`src/rtl/fcd_pkg.sv`:
```
package fcd_pkg;
  localparam int KEY_W  = 15;
  localparam int CODE_W = 8;
  localparam int BANKS  = 2;

  localparam logic [KEY_W-1:0]  KEY_ADDR_A = 15'h5555;
  localparam logic [KEY_W-1:0]  KEY_ADDR_B = 15'h2AAA;
  localparam logic [CODE_W-1:0] UNLOCK_A   = 8'hAA;
  localparam logic [CODE_W-1:0] UNLOCK_B   = 8'h55;
  localparam logic [CODE_W-1:0] KEY_PROG   = 8'hA0;
  localparam logic [CODE_W-1:0] KEY_ID_ON  = 8'h90;
  localparam logic [CODE_W-1:0] KEY_ID_OFF = 8'hF0;
  localparam logic [CODE_W-1:0] KEY_ERASE  = 8'h80;
  localparam logic [CODE_W-1:0] ERS_BANK   = 8'h10;
  localparam logic [CODE_W-1:0] ERS_BLOCK  = 8'h50;
  localparam logic [CODE_W-1:0] ERS_SECT   = 8'h30;

  typedef enum logic [1:0] {
    OP_PROG  = 2'd0,
    OP_SECT  = 2'd1,
    OP_BLOCK = 2'd2,
    OP_BANK  = 2'd3
  } fcd_op_e;

  typedef enum logic [2:0] {
    ST_IDLE  = 3'd0,
    ST_UNL1  = 3'd1,
    ST_UNL2  = 3'd2,
    ST_PROG  = 3'd3,
    ST_ERS_A = 3'd4,
    ST_ERS_B = 3'd5,
    ST_ERS_C = 3'd6
  } fcd_state_e;

  typedef struct packed {
    logic first;
    logic second;
    logic at_key;
  } fcd_cls_t;
endpackage

```
`src/rtl/fcd_classify.sv`:
```
module fcd_classify
  import fcd_pkg::*;
(
  input  logic [KEY_W-1:0]  key_addr,
  input  logic [CODE_W-1:0] code,
  output fcd_cls_t          cls
);
  always_comb begin
    cls.at_key = (key_addr == KEY_ADDR_A);
    cls.first  = cls.at_key && (code == UNLOCK_A);
    cls.second = (key_addr == KEY_ADDR_B) && (code == UNLOCK_B);
  end
endmodule

```
`src/rtl/fcd_seq.sv`:
```
module fcd_seq
  import fcd_pkg::*;
(
  input  logic              clk,
  input  logic              rst_n,
  input  logic              accept,
  input  fcd_cls_t          cls,
  input  logic [CODE_W-1:0] code,
  output logic              fire,
  output fcd_op_e           fire_op,
  output logic              id_set,
  output logic              id_clr
);
  fcd_state_e state, nxt;

  always_comb begin
    nxt     = state;
    fire    = 1'b0;
    fire_op = OP_PROG;
    id_set  = 1'b0;
    id_clr  = 1'b0;
    if (accept) begin
      case (state)
        ST_IDLE:  nxt = cls.first  ? ST_UNL1 : ST_IDLE;
        ST_UNL1:  nxt = cls.second ? ST_UNL2 : ST_IDLE;
        ST_UNL2: begin
          nxt = ST_IDLE;
          if (cls.at_key) begin
            case (code)
              KEY_PROG:   nxt = ST_PROG;
              KEY_ID_ON:  id_set = 1'b1;
              KEY_ID_OFF: id_clr = 1'b1;
              KEY_ERASE:  nxt = ST_ERS_A;
              default:    nxt = ST_IDLE;
            endcase
          end
        end
        ST_PROG: begin
          fire    = 1'b1;
          fire_op = OP_PROG;
          nxt     = ST_IDLE;
        end
        ST_ERS_A: nxt = cls.first  ? ST_ERS_B : ST_IDLE;
        ST_ERS_B: nxt = cls.second ? ST_ERS_C : ST_IDLE;
        ST_ERS_C: begin
          nxt = ST_IDLE;
          case (code)
            ERS_BANK: begin
              fire    = cls.at_key;
              fire_op = OP_BANK;
            end
            ERS_BLOCK: begin
              fire    = 1'b1;
              fire_op = OP_BLOCK;
            end
            ERS_SECT: begin
              fire    = 1'b1;
              fire_op = OP_SECT;
            end
            default: fire = 1'b0;
          endcase
        end
        default: nxt = ST_IDLE;
      endcase
    end
  end

  always_ff @(posedge clk or negedge rst_n) begin
    if (!rst_n) state <= ST_IDLE;
    else        state <= nxt;
  end

  AST_HOLD_NO_WRITE: assert property (@(posedge clk) disable iff (!rst_n)
    !accept |=> $stable(state));
  AST_ABORT_TO_IDLE: assert property (@(posedge clk) disable iff (!rst_n)
    (accept && state == ST_UNL1 && !cls.second) |=> state == ST_IDLE);
endmodule

```
`src/rtl/fcd_issue.sv`:
```
module fcd_issue
  import fcd_pkg::*;
#(
  parameter int ADDR_W    = 21,
  parameter int DATA_W    = 16,
  parameter int SECT_LSB  = 11,
  parameter int BLK_LSB   = 15,
  parameter bit PROT_BANK = 1'b0
) (
  input  logic              clk,
  input  logic              rst_n,
  input  logic              fire,
  input  fcd_op_e           fire_op,
  input  logic              wp_n,
  input  logic [ADDR_W-1:0] addr,
  input  logic [DATA_W-1:0] data,
  output logic              start_o,
  output logic [1:0]        start_op,
  output logic              start_bank,
  output logic [ADDR_W-2:0] start_addr,
  output logic [DATA_W-1:0] start_data
);
  localparam int LOW_W = ADDR_W - 1;

  logic             bank_sel;
  logic             allowed;
  logic [LOW_W-1:0] tgt_addr;
  logic [DATA_W-1:0] tgt_data;

  assign bank_sel = addr[ADDR_W-1];
  assign allowed  = wp_n || (bank_sel != PROT_BANK);

  always_comb begin
    tgt_data = '0;
    case (fire_op)
      OP_PROG: begin
        tgt_addr = addr[LOW_W-1:0];
        tgt_data = data;
      end
      OP_SECT:  tgt_addr = {addr[LOW_W-1:SECT_LSB], {SECT_LSB{1'b0}}};
      OP_BLOCK: tgt_addr = {addr[LOW_W-1:BLK_LSB], {BLK_LSB{1'b0}}};
      default:  tgt_addr = '0;
    endcase
  end

  always_ff @(posedge clk or negedge rst_n) begin
    if (!rst_n) begin
      start_o    <= 1'b0;
      start_op   <= OP_PROG;
      start_bank <= 1'b0;
      start_addr <= '0;
      start_data <= '0;
    end else begin
      start_o <= fire && allowed;
      if (fire && allowed) begin
        start_op   <= fire_op;
        start_bank <= bank_sel;
        start_addr <= tgt_addr;
        start_data <= tgt_data;
      end
    end
  end

  AST_START_PULSE: assert property (@(posedge clk) disable iff (!rst_n)
    start_o |=> !start_o);
  AST_PROTECT_BANK: assert property (@(posedge clk) disable iff (!rst_n)
    (start_o && start_bank == PROT_BANK) |-> $past(wp_n));
  AST_ERASE_NO_DATA: assert property (@(posedge clk) disable iff (!rst_n)
    (start_o && start_op != OP_PROG) |-> start_data == '0);
endmodule

```
`src/rtl/fcd_idmode.sv`:
```
module fcd_idmode
  import fcd_pkg::*;
(
  input  logic             clk,
  input  logic             rst_n,
  input  logic             id_set,
  input  logic             id_clr,
  input  logic             bank,
  output logic [BANKS-1:0] id_mode
);
  for (genvar b = 0; b < BANKS; b++) begin : g_bank
    logic hit;
    assign hit = (bank == b[0]);
    always_ff @(posedge clk or negedge rst_n) begin
      if (!rst_n)              id_mode[b] <= 1'b0;
      else if (id_set && hit)  id_mode[b] <= 1'b1;
      else if (id_clr && hit)  id_mode[b] <= 1'b0;
    end
  end
endmodule

```
`src/rtl/flash_cmd_decoder.sv`:
```
module flash_cmd_decoder
  import fcd_pkg::*;
#(
  parameter int ADDR_W   = 21,
  parameter int DATA_W   = 16,
  parameter int SECT_LSB = 11,
  parameter int BLK_LSB  = 15
) (
  input  logic              clk,
  input  logic              rst_n,
  input  logic              wr_en,
  input  logic [ADDR_W-1:0] wr_addr,
  input  logic [DATA_W-1:0] wr_data,
  input  logic [BANKS-1:0]  bank_busy,
  input  logic              wp_n,
  output logic              start_o,
  output logic [1:0]        start_op,
  output logic              start_bank,
  output logic [ADDR_W-2:0] start_addr,
  output logic [DATA_W-1:0] start_data,
  output logic [BANKS-1:0]  id_mode
);
  logic     accept;
  fcd_cls_t cls;
  logic     fire, id_set, id_clr;
  fcd_op_e  fire_op;

  assign accept = wr_en && (bank_busy == '0);

  fcd_classify u_cls (
    .key_addr (wr_addr[KEY_W-1:0]),
    .code     (wr_data[CODE_W-1:0]),
    .cls      (cls)
  );

  fcd_seq u_seq (
    .clk     (clk),
    .rst_n   (rst_n),
    .accept  (accept),
    .cls     (cls),
    .code    (wr_data[CODE_W-1:0]),
    .fire    (fire),
    .fire_op (fire_op),
    .id_set  (id_set),
    .id_clr  (id_clr)
  );

  fcd_issue #(
    .ADDR_W   (ADDR_W),
    .DATA_W   (DATA_W),
    .SECT_LSB (SECT_LSB),
    .BLK_LSB  (BLK_LSB)
  ) u_iss (
    .clk        (clk),
    .rst_n      (rst_n),
    .fire       (fire),
    .fire_op    (fire_op),
    .wp_n       (wp_n),
    .addr       (wr_addr),
    .data       (wr_data),
    .start_o    (start_o),
    .start_op   (start_op),
    .start_bank (start_bank),
    .start_addr (start_addr),
    .start_data (start_data)
  );

  fcd_idmode u_id (
    .clk     (clk),
    .rst_n   (rst_n),
    .id_set  (id_set),
    .id_clr  (id_clr),
    .bank    (wr_addr[ADDR_W-1]),
    .id_mode (id_mode)
  );

  AST_BUSY_NO_START: assert property (@(posedge clk) disable iff (!rst_n)
    (|bank_busy) |=> !start_o);
  AST_BUSY_ID_HOLD: assert property (@(posedge clk) disable iff (!rst_n)
    (|bank_busy) |=> $stable(id_mode));
  AST_READ_NO_START: assert property (@(posedge clk) disable iff (!rst_n)
    !wr_en |=> !start_o);
endmodule

```
`config.mk`:
```
export PLATFORM = sky130hd
export DESIGN_NAME = flash_cmd_decoder
export DESIGN_NICKNAME = d
export VERILOG_FILES = /design/src/rtl/fcd_pkg.sv /design/src/rtl/fcd_classify.sv /design/src/rtl/fcd_seq.sv /design/src/rtl/fcd_issue.sv /design/src/rtl/fcd_idmode.sv /design/src/rtl/flash_cmd_decoder.sv
export SDC_FILE = /design/constraint.sdc
export NUM_CORES = 1
export LEC_CHECK = 0
export CAP_MARGIN = 20
export CORE_MARGIN = 8
export CORE_UTILIZATION = 46
export CTS_BUF_LIST = sky130_fd_sc_hd__clkbuf_4 sky130_fd_sc_hd__clkbuf_8
export DETAILED_ROUTE_END_ITERATION = 12
export GPL_TIMING_DRIVEN = 0
export HOLD_SLACK_MARGIN = 0.02
export PLACE_DENSITY = 0.87
export SLEW_MARGIN = 20
export SYNTH_ARGS = -nofsm -noshare
export SYNTH_HDL_FRONTEND = slang
export SYNTH_HIERARCHICAL = 1
export SYNTH_SLANG_ARGS = --single-unit
```
`constraint.sdc`:
```
create_clock -name clk -period 2.2 [get_ports clk]
set_clock_uncertainty 0.05 [all_clocks]
set_input_delay 0.33 -clock clk [delete_from_list [all_inputs] [get_ports clk]]
set_output_delay 0.33 -clock clk [all_outputs]
set_load 0.02 [all_outputs]
```
==> results of run 1 <==
## worst max-delay path, stage by stage
cell and delay (ns):
buf_8 0.09, or4bb_4 0.54, nor4_4 0.29, nor3_1 0.09, a21oi_1 0.16, nand3_1 0.11, a21oi_2 0.18, o21a_2 0.22
buf_6 0.16, buf_8 0.13, mux2_4 0.30
## through the flow
step	instance area, um2	hold WS, ns
final	3690	0.424
after CTS	3730	0.434
after floorplan	2390	-0.0156
after global routing	3690	0.437
after global placement	3320	0.429
after detailed placement	3340	0.215
## flip-flops by register name (all words and copies together), names as in the netlist
name              flops
u_iss/start_addr     20
u_iss/start_op        2
u_iss/start_bank      1
u_iss/start_data     16
u_id/id_mode          2
u_iss/start_o         1
u_seq/state           3
## where the power goes
part	internal, mW	total, mW	leakage (nW)	switching (mW)
clock network	0.330	0.607	0.0540	0.277
registers	0.826	0.826	0.629	0.00000000734
logic	0.0951	0.162	0.960	0.0671
## worst max-delay path by stage
| stage | endpoint | slack, ns | cells past startpoint |
|---|---|---|---|
| floorplan | u_iss/start_addr[10] | -0.32 | 10 |
| global placement | u_iss/start_addr[5] | -1.07 | 11 |
| detailed placement | u_iss/start_addr[7] | -1.10 | 11 |
| CTS | u_iss/start_addr[9] | -0.25 | 12 |
| global route | u_iss/start_addr[10] | -0.36 | 11 |
| finish | u_iss/start_addr[9] | -0.28 | 11 |
## repair_timing
| item | CTS | global route |
|---|---|---|
| pin swaps | 10 | 5 |
| gates cloned | 2 | 0 |
| endpoints found under the setup margin | 43 | 40 |
| resized for setup | 71 | 18 |
| hold endpoints to repair | 14 | 0 |
| hold buffers | 1 | 0 |
| buffers inserted | 18 | 2 |
## kinds of logic (layout without fill, tap and decap cells)
group                  after synthesis  count (layout)
AND/OR/NAND/NOR                     79              79
flip-flops                          45              45
multiplexers                        39              39
buffers and inverters               16             122
AO/OA/AOI/OAI                       15              15
## layer usage
metal	global-route usage, %	up-vias
met2	31.5	61
met5	0	-
li1	-	918
met4	4.38	0
met1	22.5	959
met3	6.47	7
## cells in the final DEF, fill, tap and decap left out, drive strengths merged, types with 2 or more instances in the layout
cell type / instances
nor4bb: 3
dfrtp: 45
inv: 2
nor3: 2
dlygate4sd2: 7
o21a: 2
nand4b: 3
clkbuf: 9
clkdlybuf4s50: 68
a21boi: 5
nor3b: 29
nor4b: 2
nand4: 3
nor2: 7
a21oi: 2
nand3: 5
nor2b: 4
o21ai: 2
nor4: 3
mux2: 38
a22o: 3
nand2b: 3
buf: 33
and3: 2
nand2: 7
## final cells by class
class                           count  share of cell area (%)
Timing Repair Buffer              100                    27.9
Tap cell                           70                    2.38
Clock buffer                        5                    1.87
Buffer                             13                    2.65
Clock inverter                      2                   0.950
Sequential cell                    45                    30.5
Inverter                            2                   0.204
Multi-Input combinational cell    133                    33.5
==> reports/qor.yml, run 1 <==
run_status:
  status: "finished with violations"
  violations: "setup timing"
logic_synthesis:
  synth_ff_type: "dfrtp_1"
  postSynthAreaPerCell_um2: 12.3
  syn_nets: 237
  synthAdderAreaFrac_pct: 0
  synth.cell_area_um2: 2380
  synth_compound_area_share_pct: 4.52
  synth_top_family_by_area: "simple AND/OR/NAND/NOR gates"
  synth_top_area_share_pct: 47.3
  yosysSeqAreaShare_pct: 47.3
  synthXorXnorAreaFrac_pct: 0
  synth.area.top_cells: "dfrtp_1 (47%), mux2_2 (14%), nor3b_1 (8.8%)"
  ys_ff_latch: 45
  synthSimpleGateAreaFrac_pct: 24.8
  yosysUniqueCellTypes: 40
  yosysMostFrequentCell: "dfrtp_1"
  synth_warnings: 6
  synth_mux_area_share_pct: 19.8
  postSynthCellCount: 194
  synthTopCellsByCount: "dfrtp_1 (45), mux2_2 (29), nor3b_1 (28)"
  synth-edff-count: 0
  yosysTopAreaCell: "dfrtp_1"
  synthArstFlopShare_pct: 100
sta:
  finalSetupTns_ns: -9.95
  finalSetupViolations: 38
  max_slew_margin_pct: 71.6
  hold_viol: 0
  timing.final.ws_setup_ns: -0.281
  finalCriticalPeriod_ns: 2.48
  worst_slew_pin_slew_ns: 0.422
  finalMaxSlewViolations: 0
  rsz0062_at_grt: "yes"
  fin_crit_sh_pct: 113
  fmax_mhz: 403
layout:
  final_core_util_pct: 73.1
  ff_latch_area_um2: 1130
  fill_cells: 349
  syn_to_final_growth_pct: 54.9
  antenna_cells: 0
  multi_input_area_um2: 1240
  layout-drive-gt1-share_pct: 31.0
  instances_no_fill: 370
  fin_nets: 343
route:
  met2_length_um: 3420
  vias: 1945
  wl_met1_um: 2810
  met3WireLength_um: 573
  wl_um: 6890
  highest_layer: "met4"
  drc: 0
  postRouteAntennaNets: 0
  drtPass1Iterations: 4
  vias_per_cell: 5.26
  drtIter0Drc: 128
  wl_per_cell_um: 18.6
clock_network:
  cts_max_level: 2
  clkSlewWorstSetupHoldPaths_ns: 0.08
  clock_latency_ns: 0.30
  cts_buffer_depth: 2
  numCtsBuffers: 5
  cts_tree: "yes"
  cts-root-buf: "clkbuf_8"
  clock-sinks: 45
setup_path:
  path_class: "in2reg"
  critPathMaxFanout: 5
  r2r_slack_ns: 0.14
  worstRegToRegCells: 8
  r2r-end: "u_iss/start_addr[9]"
  cp-startpoint: "wr_addr[5]"
  startpoint_type: "input pin"
  required_ns: 2.34
  timing.rr.start: "u_seq/state[0]"
  end_kind: "register"
  cp_data_arrival_time_ns: 2.62
hold_path:
  hold_class: "in2reg"
  min_to: "u_iss/start_addr[0]"
  hold_depth: 3
  hold_start: "wr_addr[0]"
power:
  leakage_nw: 1.64
  p_per_area_nw_per_um2: 433
  ir_worst_vdd_v: 0.000400
  power.total_mw: 1.60
global_routing:
  antenna_found_initial: 0
  track_usage_pct: 18.8
  grt_pass1_vias: 2164
  grt_overflow_total: 0
  grt_pass1_wl_um: 11200
  grt_max_degree: 32
die:
  die-area_um2: 7730
  io_pins: 85
  die_y_um: 87.9
  die_width_um: 87.9
  coreArea_um2: 5040
  rows: 26
  start_util_pct: 47.2
place:
  port_buffers: 84
  dp.cells: 349
  place_hpwl_um: 4930
  routabilityCongestion: 0.802
  place_ws_ns: -1.10
run:
  max_cap_viol_count: 0
(Power assumes the default switching activity.)
==> inputs of run 2 (changes only) <==
CORE_ASPECT_RATIO = 0.5   (was unset)
==> reports/qor.yml, run 2 (same netlist as run 1, synthesis figures left out) <==
run_status:
  status: "finished with violations"  # unchanged
  violations: "setup timing"  # unchanged
die:
  die_width_um: 118  # was 87.9 um
  rows: 18  # was 26
  die-area_um2: 7870  # was 7730 um2
  die_y_um: 66.9  # was 87.9 um
  io_pins: 85  # unchanged
  coreArea_um2: 4950  # was 5040 um2
  start_util_pct: 48.1  # was 47.2%
setup_path:
  startpoint_type: "input pin"  # unchanged
  cp_data_arrival_time_ns: 2.72  # was 2.62 ns
  r2r_slack_ns: 0.03  # was 0.14 ns
  path_class: "in2reg"  # unchanged
  critPathMaxFanout: 7  # was 5
  required_ns: 2.36  # was 2.34 ns
  end_kind: "register"  # unchanged
clock_network:
  clock_latency_ns: 0.31  # was 0.30 ns
  clkSlewWorstSetupHoldPaths_ns: 0.09  # was 0.08 ns
  cts_max_level: 2  # unchanged
  cts_buffer_depth: 2  # unchanged
  cts-root-buf: "clkbuf_8"  # unchanged
  cts_tree: "yes"  # unchanged
  clock-sinks: 45  # unchanged
  numCtsBuffers: 5  # unchanged
place:
  dpl_cell_area_um2: 3340  # about the same
  routabilityCongestion: 0.806  # was 0.802
  place_ws_ns: -1.12  # was -1.10 ns
  port_buffers: 84  # unchanged
  place_hpwl_um: 5340  # was 4930 um
sta:
  finalMaxSlewViolations: 0  # unchanged
  hold_viol: 0  # unchanged
  worst_slew_pin_slew_ns: 0.656  # was 0.422 ns
  finalSetupViolations: 38  # unchanged
  timing.final.ws_setup_ns: -0.361  # was -0.281 ns
  fmax_mhz: 391  # was 403 MHz
  finalCriticalPeriod_ns: 2.56  # was 2.48 ns
  max_slew_margin_pct: 56.2  # was 71.6%
  fin_crit_sh_pct: 116  # was 113%
  rsz0062_at_grt: "yes"  # unchanged
layout:
  fin_nets: 338  # was 343
  largest_reg_flops: 20  # unchanged
  antenna_cells: 0  # unchanged
  syn_to_final_growth_pct: 57.0  # was 54.9%
  regMostFlops: "u_iss/start_addr"  # unchanged
  layout-drive-gt1-share_pct: 31.4  # was 31.0%
  finalInstanceArea_um2: 3740  # was 3690 um2
  mostFrequentLayoutCell: "clkdlybuf4s50_1"  # unchanged
  fill_cells: 292  # was 349
  layout_common_cells: "clkdlybuf4s50_1 (68), dfrtp_1 (45), mux2_4 (38)"  # was clkdlybuf4s50_1 (68), dfrtp_1 (45), nor3b_1 (28)
  top_regs: "u_iss/start_addr: 20 flops, u_iss/start_data: 16 flops, u_seq/state: 3 flops"  # unchanged
global_routing:
  grt_use_met3_pct: 5.40  # was 6.47%
  grt_pass1_vias: 2306  # was 2164
  grt_pass1_wl_um: 13000  # was 11200 um
  grt_overflow_total: 0  # unchanged
  top_usage_layer: "met2"  # unchanged
  antenna_found_initial: 0  # unchanged
  grt_max_degree: 27  # was 32
  track_usage_pct: 21.2  # was 18.8%
  grtUsageMet1_pct: 23.1  # was 22.5%
  grt_use_met2_pct: 39.6  # was 31.5%
run:
  max_cap_viol_count: 0  # unchanged
power:
  sw_frac_of_total_pct: 24.4  # was 21.5%
  pwr-share-clk_pct: 40.3  # was 38.0%
  leakage_nw: 1.65  # was 1.64 nW
  combinationalPowerShare_pct: 10.3  # was 10.2%
  power_frac_seq_pct: 49.3  # was 51.8%
  p_per_area_nw_per_um2: 448  # was 433 nW/um2
  power_switching_mw: 0.408  # was 0.344 mW
  p_int_mw: 1.27  # was 1.25 mW
  ir_worst_vdd_v: 0.000310  # was 0.000400 V
route:
  vias_per_cell: 5.73  # was 5.26
  wl_um: 8550  # was 6890 um
  drc: 0  # unchanged
  wl_per_cell_um: 23.4  # was 18.6 um
  postRouteAntennaNets: 0  # unchanged
  vias: 2099  # was 1945
  drtIter0Drc: 98  # was 128
  drtPass1Iterations: 4  # unchanged
hold_path:
  hold_class: "in2reg"  # unchanged
==> run 2: cell count changes in the layout (fill, tap and decap cells not counted), moves of 3 or more <==
cell    before  now
mux2_2      14    0
mux2_4      24   38
buf_8        3    0
buf_6       10    6
==> run 2: path summary, 6_finish.rpt <==
kind	start	endpoint	cells after the start
worst max-delay path	wr_addr[9]	u_iss/start_addr[16]	11
worst min-delay path	wr_addr[9]	u_iss/start_addr[9]	3
worst max register to register	u_seq/state[0]	u_iss/start_addr[16]	8
worst min register to register	u_iss/start_data[9]	u_iss/start_data[9]	1
max in group asynchronous	rst_n	u_iss/start_data[4]	3
min in group asynchronous	rst_n	u_iss/start_data[13]	2
==> run 2: timing repair <==
item                                    CTS  global route
gates resized for setup                  64            37
hold endpoints to repair                 25             0
setup buffers                             6             1
endpoints found under the setup margin   43            43
gates cloned                              1             0
hold buffers                              1             0
pin swaps                                 7             9
==> run 2: cell type report <==
| cell class | instances | area (um2) | share of cell area (%) |
|---|---|---|---|
| multi-input cells | 133 | 1310 | 35.1 |
| flip-flops and latches | 45 | 1130 | 30.1 |
| repair buffers | 94 | 945 | 25.3 |
| plain buffers | 14 | 144 | 3.85 |
| well taps | 70 | 87.6 | 2.34 |
| clock buffers | 5 | 68.8 | 1.84 |
| clock inverters | 3 | 47.5 | 1.27 |
| inverters | 2 | 7.51 | 0.201 |
==> run 2: power groups by stage <==
stage | clock (mW) | sequential [mW] | combinational (mW)
final | 0.676 | 0.826 | 0.173
after global routing | 0.723 | 0.827 | 0.185
after CTS | 0.674 | 0.826 | 0.164
after detailed placement | 0 | 0.843 | 0.166
after global placement | 0 | 0.843 | 0.154
after floorplan | 0 | 0.843 | 0.0426
==> run 2: stage by stage <==
step / total power, mW / hold slack, ns / instances / utilization, % / setup TNS, ns
floorplan: 0.886 / -0.0156 / 194 / - / -10.31
global route: 1.73 / 0.475 / 366 / 75.4 / -13.59
detailed placement: 1.01 / 0.347 / 349 / 67.5 / -43.32
CTS: 1.66 / 0.440 / 365 / 73.4 / -7.67
finish: 1.68 / 0.454 / 366 / 75.4 / -12.92
global placement: 0.997 / 0.434 / 348 / 67.0 / -59.95
==> run 2: worst max-delay path, cell delays in order <==
cell and delay (ns):
buf_6 0.10, or4b_4 0.56, nor4_4 0.35, nor3_2 0.08, a21oi_2 0.15, nand3_2 0.11
a21oi_2 0.20, o21a_1 0.22, buf_6 0.17, buf_12 0.14, mux2_4 0.30
==> run 2: routing by layer <==
metal / vias up / routed length, um
met5: - / 0
met4: 0 / 234
met3: 25 / 486
met2: 88 / 4510
met1: 1075 / 3320
li1: 911 / -
